### src/rtl/srx_pkg.sv
package srx_pkg;

    localparam int OVS   = 16;
    localparam int OVS_W = $clog2(OVS);

    typedef enum logic [2:0] {
        ST_IDLE,
        ST_START,
        ST_DATA,
        ST_PAR,
        ST_STOP
    } rx_state_e;

    typedef struct packed {
        logic [7:0] data;
        logic       perr;
        logic       ferr;
    } rx_entry_t;

    typedef struct packed {
        logic len7;
        logic stop2;
        logic par_en;
        logic par_odd;
    } rx_fmt_t;

    // Returns 1 when the data bits and the parity bit disagree with the chosen sense
    function automatic logic parity_bad(input logic [7:0] d, input logic pbit, input logic odd);
        return (^d) ^ pbit ^ odd;
    endfunction

endpackage

### src/rtl/srx_sync.sv
module srx_sync #(
    parameter int   STAGES  = 2,
    parameter logic RST_VAL = 1'b0
) (
    input  logic clk,
    input  logic rst,
    input  logic d,
    output logic q
);
    logic [STAGES-1:0] chain;

    always_ff @(posedge clk) begin
        if (rst) chain <= {STAGES{RST_VAL}};
        else     chain <= {chain[STAGES-2:0], d};
    end

    assign q = chain[STAGES-1];
endmodule

### src/rtl/srx_tick_gen.sv
module srx_tick_gen #(
    parameter int DIV_W = 16,
    parameter int SYNC  = 2
) (
    input  logic             clk,
    input  logic             rst,
    input  logic             use_ext,
    input  logic [DIV_W-1:0] div,
    input  logic             ext_clk,
    output logic             tick
);
    logic [DIV_W-1:0] div_cnt;
    logic             int_tick;
    logic             ext_s;
    logic             ext_d;
    logic             ext_tick;

    assign int_tick = (div_cnt >= div);

    always_ff @(posedge clk) begin
        if (rst)           div_cnt <= '0;
        else if (int_tick) div_cnt <= '0;
        else               div_cnt <= div_cnt + 1'b1;
    end

    srx_sync #(.STAGES(SYNC), .RST_VAL(1'b0)) u_ext_sync (
        .clk(clk), .rst(rst), .d(ext_clk), .q(ext_s)
    );

    always_ff @(posedge clk) begin
        if (rst) ext_d <= 1'b0;
        else     ext_d <= ext_s;
    end

    assign ext_tick = ext_s & ~ext_d;
    assign tick     = use_ext ? ext_tick : int_tick;
endmodule

### src/rtl/srx_framer.sv
module srx_framer
    import srx_pkg::*;
(
    input  logic      clk,
    input  logic      rst,
    input  logic      tick,
    input  logic      rxd,
    input  rx_fmt_t   fmt,
    output logic      out_vld,
    output rx_entry_t out_entry,
    output logic      out_all_low
);
    rx_state_e        st;
    logic [OVS_W-1:0] cnt;
    logic [2:0]       idx;
    logic [7:0]       shreg;
    logic             pbit;
    logic             stop_bad;
    logic             stop_low;
    logic             second;
    logic             mid_bit;
    logic             last_idx;

    assign mid_bit  = (cnt == OVS_W'(OVS - 1));
    assign last_idx = (idx == (fmt.len7 ? 3'd6 : 3'd7));

    always_ff @(posedge clk) begin
        if (rst) begin
            st          <= ST_IDLE;
            cnt         <= '0;
            idx         <= '0;
            shreg       <= '0;
            pbit        <= 1'b0;
            stop_bad    <= 1'b0;
            stop_low    <= 1'b1;
            second      <= 1'b0;
            out_vld     <= 1'b0;
            out_entry   <= '0;
            out_all_low <= 1'b0;
        end else begin
            out_vld <= 1'b0;
            if (tick) begin
                case (st)
                    ST_IDLE: begin
                        if (!rxd) begin
                            st  <= ST_START;
                            cnt <= '0;
                        end
                    end
                    ST_START: begin
                        if (cnt == OVS_W'(OVS / 2 - 1)) begin
                            cnt <= '0;
                            if (!rxd) begin
                                st       <= ST_DATA;
                                idx      <= '0;
                                shreg    <= '0;
                                pbit     <= 1'b0;
                                stop_bad <= 1'b0;
                                stop_low <= 1'b1;
                                second   <= 1'b0;
                            end else begin
                                st <= ST_IDLE;
                            end
                        end else begin
                            cnt <= cnt + 1'b1;
                        end
                    end
                    ST_DATA: begin
                        if (mid_bit) begin
                            cnt        <= '0;
                            shreg[idx] <= rxd;
                            idx        <= idx + 1'b1;
                            if (last_idx) st <= fmt.par_en ? ST_PAR : ST_STOP;
                        end else begin
                            cnt <= cnt + 1'b1;
                        end
                    end
                    ST_PAR: begin
                        if (mid_bit) begin
                            cnt  <= '0;
                            pbit <= rxd;
                            st   <= ST_STOP;
                        end else begin
                            cnt <= cnt + 1'b1;
                        end
                    end
                    ST_STOP: begin
                        if (mid_bit) begin
                            cnt <= '0;
                            if (fmt.stop2 && !second) begin
                                second   <= 1'b1;
                                stop_bad <= !rxd;
                                stop_low <= !rxd;
                            end else begin
                                st             <= ST_IDLE;
                                out_vld        <= 1'b1;
                                out_entry.data <= shreg;
                                out_entry.perr <= fmt.par_en && parity_bad(shreg, pbit, fmt.par_odd);
                                out_entry.ferr <= stop_bad | !rxd;
                                out_all_low    <= (shreg == 8'd0) && !(fmt.par_en && pbit)
                                                  && stop_low && !rxd;
                            end
                        end else begin
                            cnt <= cnt + 1'b1;
                        end
                    end
                    default: st <= ST_IDLE;
                endcase
            end
        end
    end
endmodule

### src/rtl/srx_fifo.sv
module srx_fifo
    import srx_pkg::*;
#(
    parameter int DEPTH = 16,
    localparam int AW   = $clog2(DEPTH),
    localparam int CW   = $clog2(DEPTH + 1)
) (
    input  logic      clk,
    input  logic      rst,
    input  logic      push,
    input  rx_entry_t din,
    input  logic      pop,
    output rx_entry_t dout,
    output logic      full,
    output logic [CW-1:0] count
);
    rx_entry_t   mem [DEPTH];
    logic [AW-1:0] wp;
    logic [AW-1:0] rp;
    logic        do_push;
    logic        do_pop;

    assign full    = (count == CW'(DEPTH));
    assign do_push = push && !full;
    assign do_pop  = pop && (count != '0);
    assign dout    = mem[rp];

    always_ff @(posedge clk) begin
        if (do_push) mem[wp] <= din;
    end

    always_ff @(posedge clk) begin
        if (rst) begin
            wp    <= '0;
            rp    <= '0;
            count <= '0;
        end else begin
            if (do_push) wp <= (wp == AW'(DEPTH - 1)) ? '0 : wp + 1'b1;
            if (do_pop)  rp <= (rp == AW'(DEPTH - 1)) ? '0 : rp + 1'b1;
            count <= count + CW'(do_push) - CW'(do_pop);
        end
    end
endmodule

### src/rtl/serial_rx_fifo.sv
module serial_rx_fifo
    import srx_pkg::*;
#(
    parameter int DIV_W = 16,
    parameter int DEPTH = 16,
    parameter int SYNC  = 2
) (
    input  logic             clk,
    input  logic             rst,
    input  logic             cfg_len7,
    input  logic             cfg_stop2,
    input  logic             cfg_par_en,
    input  logic             cfg_par_odd,
    input  logic             cfg_ext_clk,
    input  logic [DIV_W-1:0] cfg_baud_div,
    input  logic             ext_clk_in,
    input  logic             rxd_in,
    input  logic             rd_pop,
    input  logic             flag_clr,
    output logic [7:0]       rd_data,
    output logic             rd_perr,
    output logic             rd_ferr,
    output logic             rd_valid,
    output logic [$clog2(DEPTH+1)-1:0] rd_count,
    output logic             ovr_flag,
    output logic             brk_flag,
    output logic             rxd_level
);
    rx_fmt_t   fmt;
    logic      tick;
    logic      rxd_s;
    logic      char_vld;
    rx_entry_t char_entry;
    logic      char_all_low;
    rx_entry_t head;
    logic      q_full;
    logic      prev_ferr;

    assign fmt = {cfg_len7, cfg_stop2, cfg_par_en, cfg_par_odd};

    srx_sync #(.STAGES(SYNC), .RST_VAL(1'b1)) u_rxd_sync (
        .clk(clk), .rst(rst), .d(rxd_in), .q(rxd_s)
    );

    srx_tick_gen #(.DIV_W(DIV_W), .SYNC(SYNC)) u_tick (
        .clk(clk), .rst(rst), .use_ext(cfg_ext_clk), .div(cfg_baud_div),
        .ext_clk(ext_clk_in), .tick(tick)
    );

    srx_framer u_framer (
        .clk(clk), .rst(rst), .tick(tick), .rxd(rxd_s), .fmt(fmt),
        .out_vld(char_vld), .out_entry(char_entry), .out_all_low(char_all_low)
    );

    srx_fifo #(.DEPTH(DEPTH)) u_fifo (
        .clk(clk), .rst(rst), .push(char_vld), .din(char_entry), .pop(rd_pop),
        .dout(head), .full(q_full), .count(rd_count)
    );

    always_ff @(posedge clk) begin
        if (rst) begin
            ovr_flag  <= 1'b0;
            brk_flag  <= 1'b0;
            prev_ferr <= 1'b0;
        end else begin
            if (flag_clr) begin
                ovr_flag <= 1'b0;
                brk_flag <= 1'b0;
            end
            if (char_vld) begin
                prev_ferr <= char_entry.ferr;
                if (q_full)                   ovr_flag <= 1'b1;
                if (prev_ferr && char_all_low) brk_flag <= 1'b1;
            end
        end
    end

    assign rd_valid  = (rd_count != '0);
    assign rd_data   = head.data;
    assign rd_perr   = head.perr;
    assign rd_ferr   = head.ferr;
    assign rxd_level = rxd_s;
endmodule

### config.mk
export PLATFORM = sky130hd
export DESIGN_NAME = serial_rx_fifo
export DESIGN_NICKNAME = d
export VERILOG_FILES = /design/src/rtl/srx_pkg.sv /design/src/rtl/srx_sync.sv /design/src/rtl/srx_tick_gen.sv /design/src/rtl/srx_framer.sv /design/src/rtl/srx_fifo.sv /design/src/rtl/serial_rx_fifo.sv
export SDC_FILE = /design/constraint.sdc
export NUM_CORES = 1
export LEC_CHECK = 0
export CAP_MARGIN = 30
export CORE_MARGIN = 2
export CORE_UTILIZATION = 55
export CTS_CLUSTER_DIAMETER = 150
export CTS_CLUSTER_SIZE = 8
export DETAILED_ROUTE_END_ITERATION = 6
export GPL_ROUTABILITY_DRIVEN = 0
export PLACE_DENSITY = 0.74
export SYNTH_ARGS = -nofsm -noshare
export SYNTH_HDL_FRONTEND = slang
export SYNTH_SLANG_ARGS = --single-unit
export TNS_END_PERCENT = 30
### constraint.sdc
create_clock -name clk -period 4.15 [get_ports clk]
set_input_delay 1.245 -clock clk [delete_from_list [all_inputs] [get_ports clk]]
set_output_delay 1.245 -clock clk [all_outputs]
set_load 0.02 [all_outputs]
==> metrics.md <==
| Metric | Value |
|---|---|
| Hold-fix buffers, CTS | `0` |
| # port buffers | `45` |
| Area delta synth->final | `17.3%` |
| Crit path DAT | `2.82 ns` |
| Slew HR | `33.6%` |
| CTS Buffer Depth | `3` |
| Clock buffer count from CTS | `35` |
| Total chip power | `0.00571 W` |
| Critical Path RT | `2.90 ns` |
| Setup TNS | `0 ns` |
| Router iterations before antenna repair | `7` |
| Post-CTS Setup Bufs | `0` |
| DIE AREA | `19600 um^2` |
| Number of diodes | `0` |
| Final nets | `861` |
| Cell taking the most area after synthesis | `edfxtp_1` |
| Hold Crit Class | `flip-flop to flip-flop` |
| RSZ-0062 raised after global routing | `no` |
| Global route overflow | `0` |
| Maximum vdd ir drop | `468 uV` |
| Reg clk slew, reported paths | `0.05 ns` |
| Ys flop type | `edfxtp_1` |
| Commonest non-fill, non-tap cell in the layout | `edfxtp_1` |
| GRT Util Overall | `22.9%` |
| Max FO, Critical Path | `23` |
| Min Tclk post-route | `4.07 ns` |
| Synth Warn # | `0` |
| Post-DR vias/cell | `6.02` |
| DRT antenna net count | `0` |
| # DRC | `3` |
| Clk_lat worst skew | `0.50 ns` |
| Rows | `49` |
| Finish-stage setup viols | `0` |
| Area contributors post-synth | `edfxtp_1 (47%), dfxtp_1 (15%), mux4_2 (11%), ha_1 (4.2%), nor2_1 (2.2%)` |
| Global-route wire length before repair | `34800 um` |
| Post-Syn Area | `10200 um^2` |
| Cells after synthesis | `728` |
| Die height | `140 um` |
| Run status | `complete, but fails checks` |
| Die width | `140 um` |
| Layout cells sized above 1 | `15.6%` |
| Worst-Margin Slew | `0.992 ns` |
| Initial DRC Count | `616` |
| Post-synthesis async set-or-reset flop share | `0%` |
| Class of the most critical setup path | `flip-flop to output pin` |
| # clock sinks | `235` |
| Largest net degree at the start of global routing | `41` |
| Seq/Total Area, Yosys | `61.9%` |
| Synth Net Count | `790` |
| Starting Density | `56.3%` |
| Synth unique cells | `64` |
| I/O pin count | `46` |
| CORE AREA | `18100 um^2` |
| Fin crit share | `98.0%` |
| Max Cap Viol | `0` |
| Final Hold Fails | `0` |
| Detailed Route WL | `21600 um` |
| Pwr/cell area | `478 nW/um^2` |
| Peak Freq | `246 MHz` |
| Violated checks | `design-rule violations` |
| Vias in the first global route | `6631` |
| CTS tree | `yes` |
| Final Max Tran Viols | `0` |
| Worst Setup End Kind | `output pin` |
| Drt wl/cell | `20.7 um` |
| Post-synth top area share | `47.2%` |
| Total leakage power | `3.59 nW` |
| CTS root buf | `clkbuf_16` |
| DP HPWL | `14000 um` |
| DR vias | `6287` |
| Synth Register Bits | `235` |
| Syn Area/Cell | `14.0 um^2` |
| Post-cts repair resize count | `0` |
| Kind of start point of the critical path | `flip-flop` |
| Initial antenna violation count | `0` |
| Number of synthesized flops with an enable pin | `160` |
| Most frequent cells in the layout | `edfxtp_1 (160), dfxtp_1 (74), nor2_1 (60), nand2_1 (56), mux4_2 (50)` |
| Worst Skew | `0.0126 ns` |
| CTS HTree Levels | `2` |
-- cell usage after synthesis, drive strengths merged, types with 9 or more instances --
| master | n |
|---|---|
| edfxtp | 160 |
| dfxtp | 75 |
| nor2 | 62 |
| nand2 | 56 |
| mux4 | 50 |
| inv | 43 |
| ha | 34 |
| a21oi | 28 |
| nand3 | 23 |
| clkbuf | 18 |
| mux2i | 17 |
| o21ai | 16 |
| buf | 15 |
| xnor2 | 14 |
| nor3 | 13 |
| xor2 | 12 |
| o211ai | 9 |
-- stage by stage --
| step | hold WS (ns) | util (%) | worst slack, ns | std cells | cell area [um^2] |
|---|---|---|---|---|---|
| 2_1_floorplan | 0.389 | - | 1.02 | 728 | 10200 |
| 3_3_place_gp | 0.401 | 60.6 | 0.230 | 989 | 11000 |
| 3_5_place_dp | 0.405 | 60.6 | 0.137 | 989 | 11000 |
| 4_1_cts | 0.419 | 66.0 | 0.0423 | 1042 | 11900 |
| 5_1_grt | 0.454 | 66.0 | 0.00492 | 1044 | 11900 |
| 6_report | 0.417 | 66.0 | 0.0834 | 1044 | 11900 |
-- power by group --
| part | total, W | switching, W | internal (W) |
|---|---|---|---|
| Sequential | 0.00257 | 0.0000505 | 0.00252 |
| Clock | 0.00249 | 0.000950 | 0.00154 |
| Combinational | 0.000646 | 0.000336 | 0.000310 |
| Total | 0.00571 | 0.00134 | 0.00437 |
-- layer usage --
metal  wire, um  vias up  global-route usage [%]
met5          0        -                       0
met4        560        0                    7.55
met3       1260       45                    4.00
met2      10800      232                    39.8
met1       9020     3129                    29.5
li1           -     2881                       -
-- registers in the layout, indices dropped and copies added, names as in the netlist, 3 cells and up, named ones only --
register / cells
u_fifo.count: 5
u_fifo.mem: 160
u_fifo.rp: 4
u_fifo.wp: 4
u_framer.cnt: 4
u_framer.idx: 3
u_framer.out_entry: 10
u_framer.shreg: 8
u_framer.st: 3
u_tick.div_cnt: 16
-- kinds of logic (layout without fill, tap and decap cells) --
| kind of cell | Yosys count | after routing | synth area share, % |
|---|---|---|---|
| xor gates and xnor gates | 26 | 26 | 2.24 |
| muxes | 67 | 67 | 12.7 |
| buffers and inverters | 77 | 164 | 3.16 |
| and+or+nand+nor | 202 | 202 | 9.96 |
| adders and majority gates | 35 | 35 | 4.37 |
| AOI/OAI and AO/OA | 86 | 86 | 5.63 |
| DFF | 235 | 235 | 61.9 |
-- critical path: stages, from the launching register on --
cell and delay [ns]:
dfxtp_2 0.44, buf_12 0.25, mux4_2 0.55, mux4_2 0.50, clkdlybuf4s50_1 0.56
-- layout make-up --
cell class,instances,area (um^2)
clock inverter,3,40.0
fill,1240,6140
sequential,235,6310
timing repair buffer,67,653
clock buffer,50,932
tap,229,287
inverter,44,168
multi-input combinational,416,3560
-- worst paths after layout --
path,start,end,slack (ns),cells after the start
setup / recovery,flip-flop,rd_ferr,0.08,4
hold / removal,u_rxd_sync.chain[0]$_SDFF_PP1_,u_rxd_sync.chain[1]$_SDFF_PP1_,0.42,1
setup reg to reg,u_fifo.count[2]$_SDFF_PP0_,u_fifo.count[4]$_SDFF_PP0_,0.85,13
hold reg to reg,u_rxd_sync.chain[0]$_SDFF_PP1_,u_rxd_sync.chain[1]$_SDFF_PP1_,0.42,1
(Power assumes the default switching activity.)
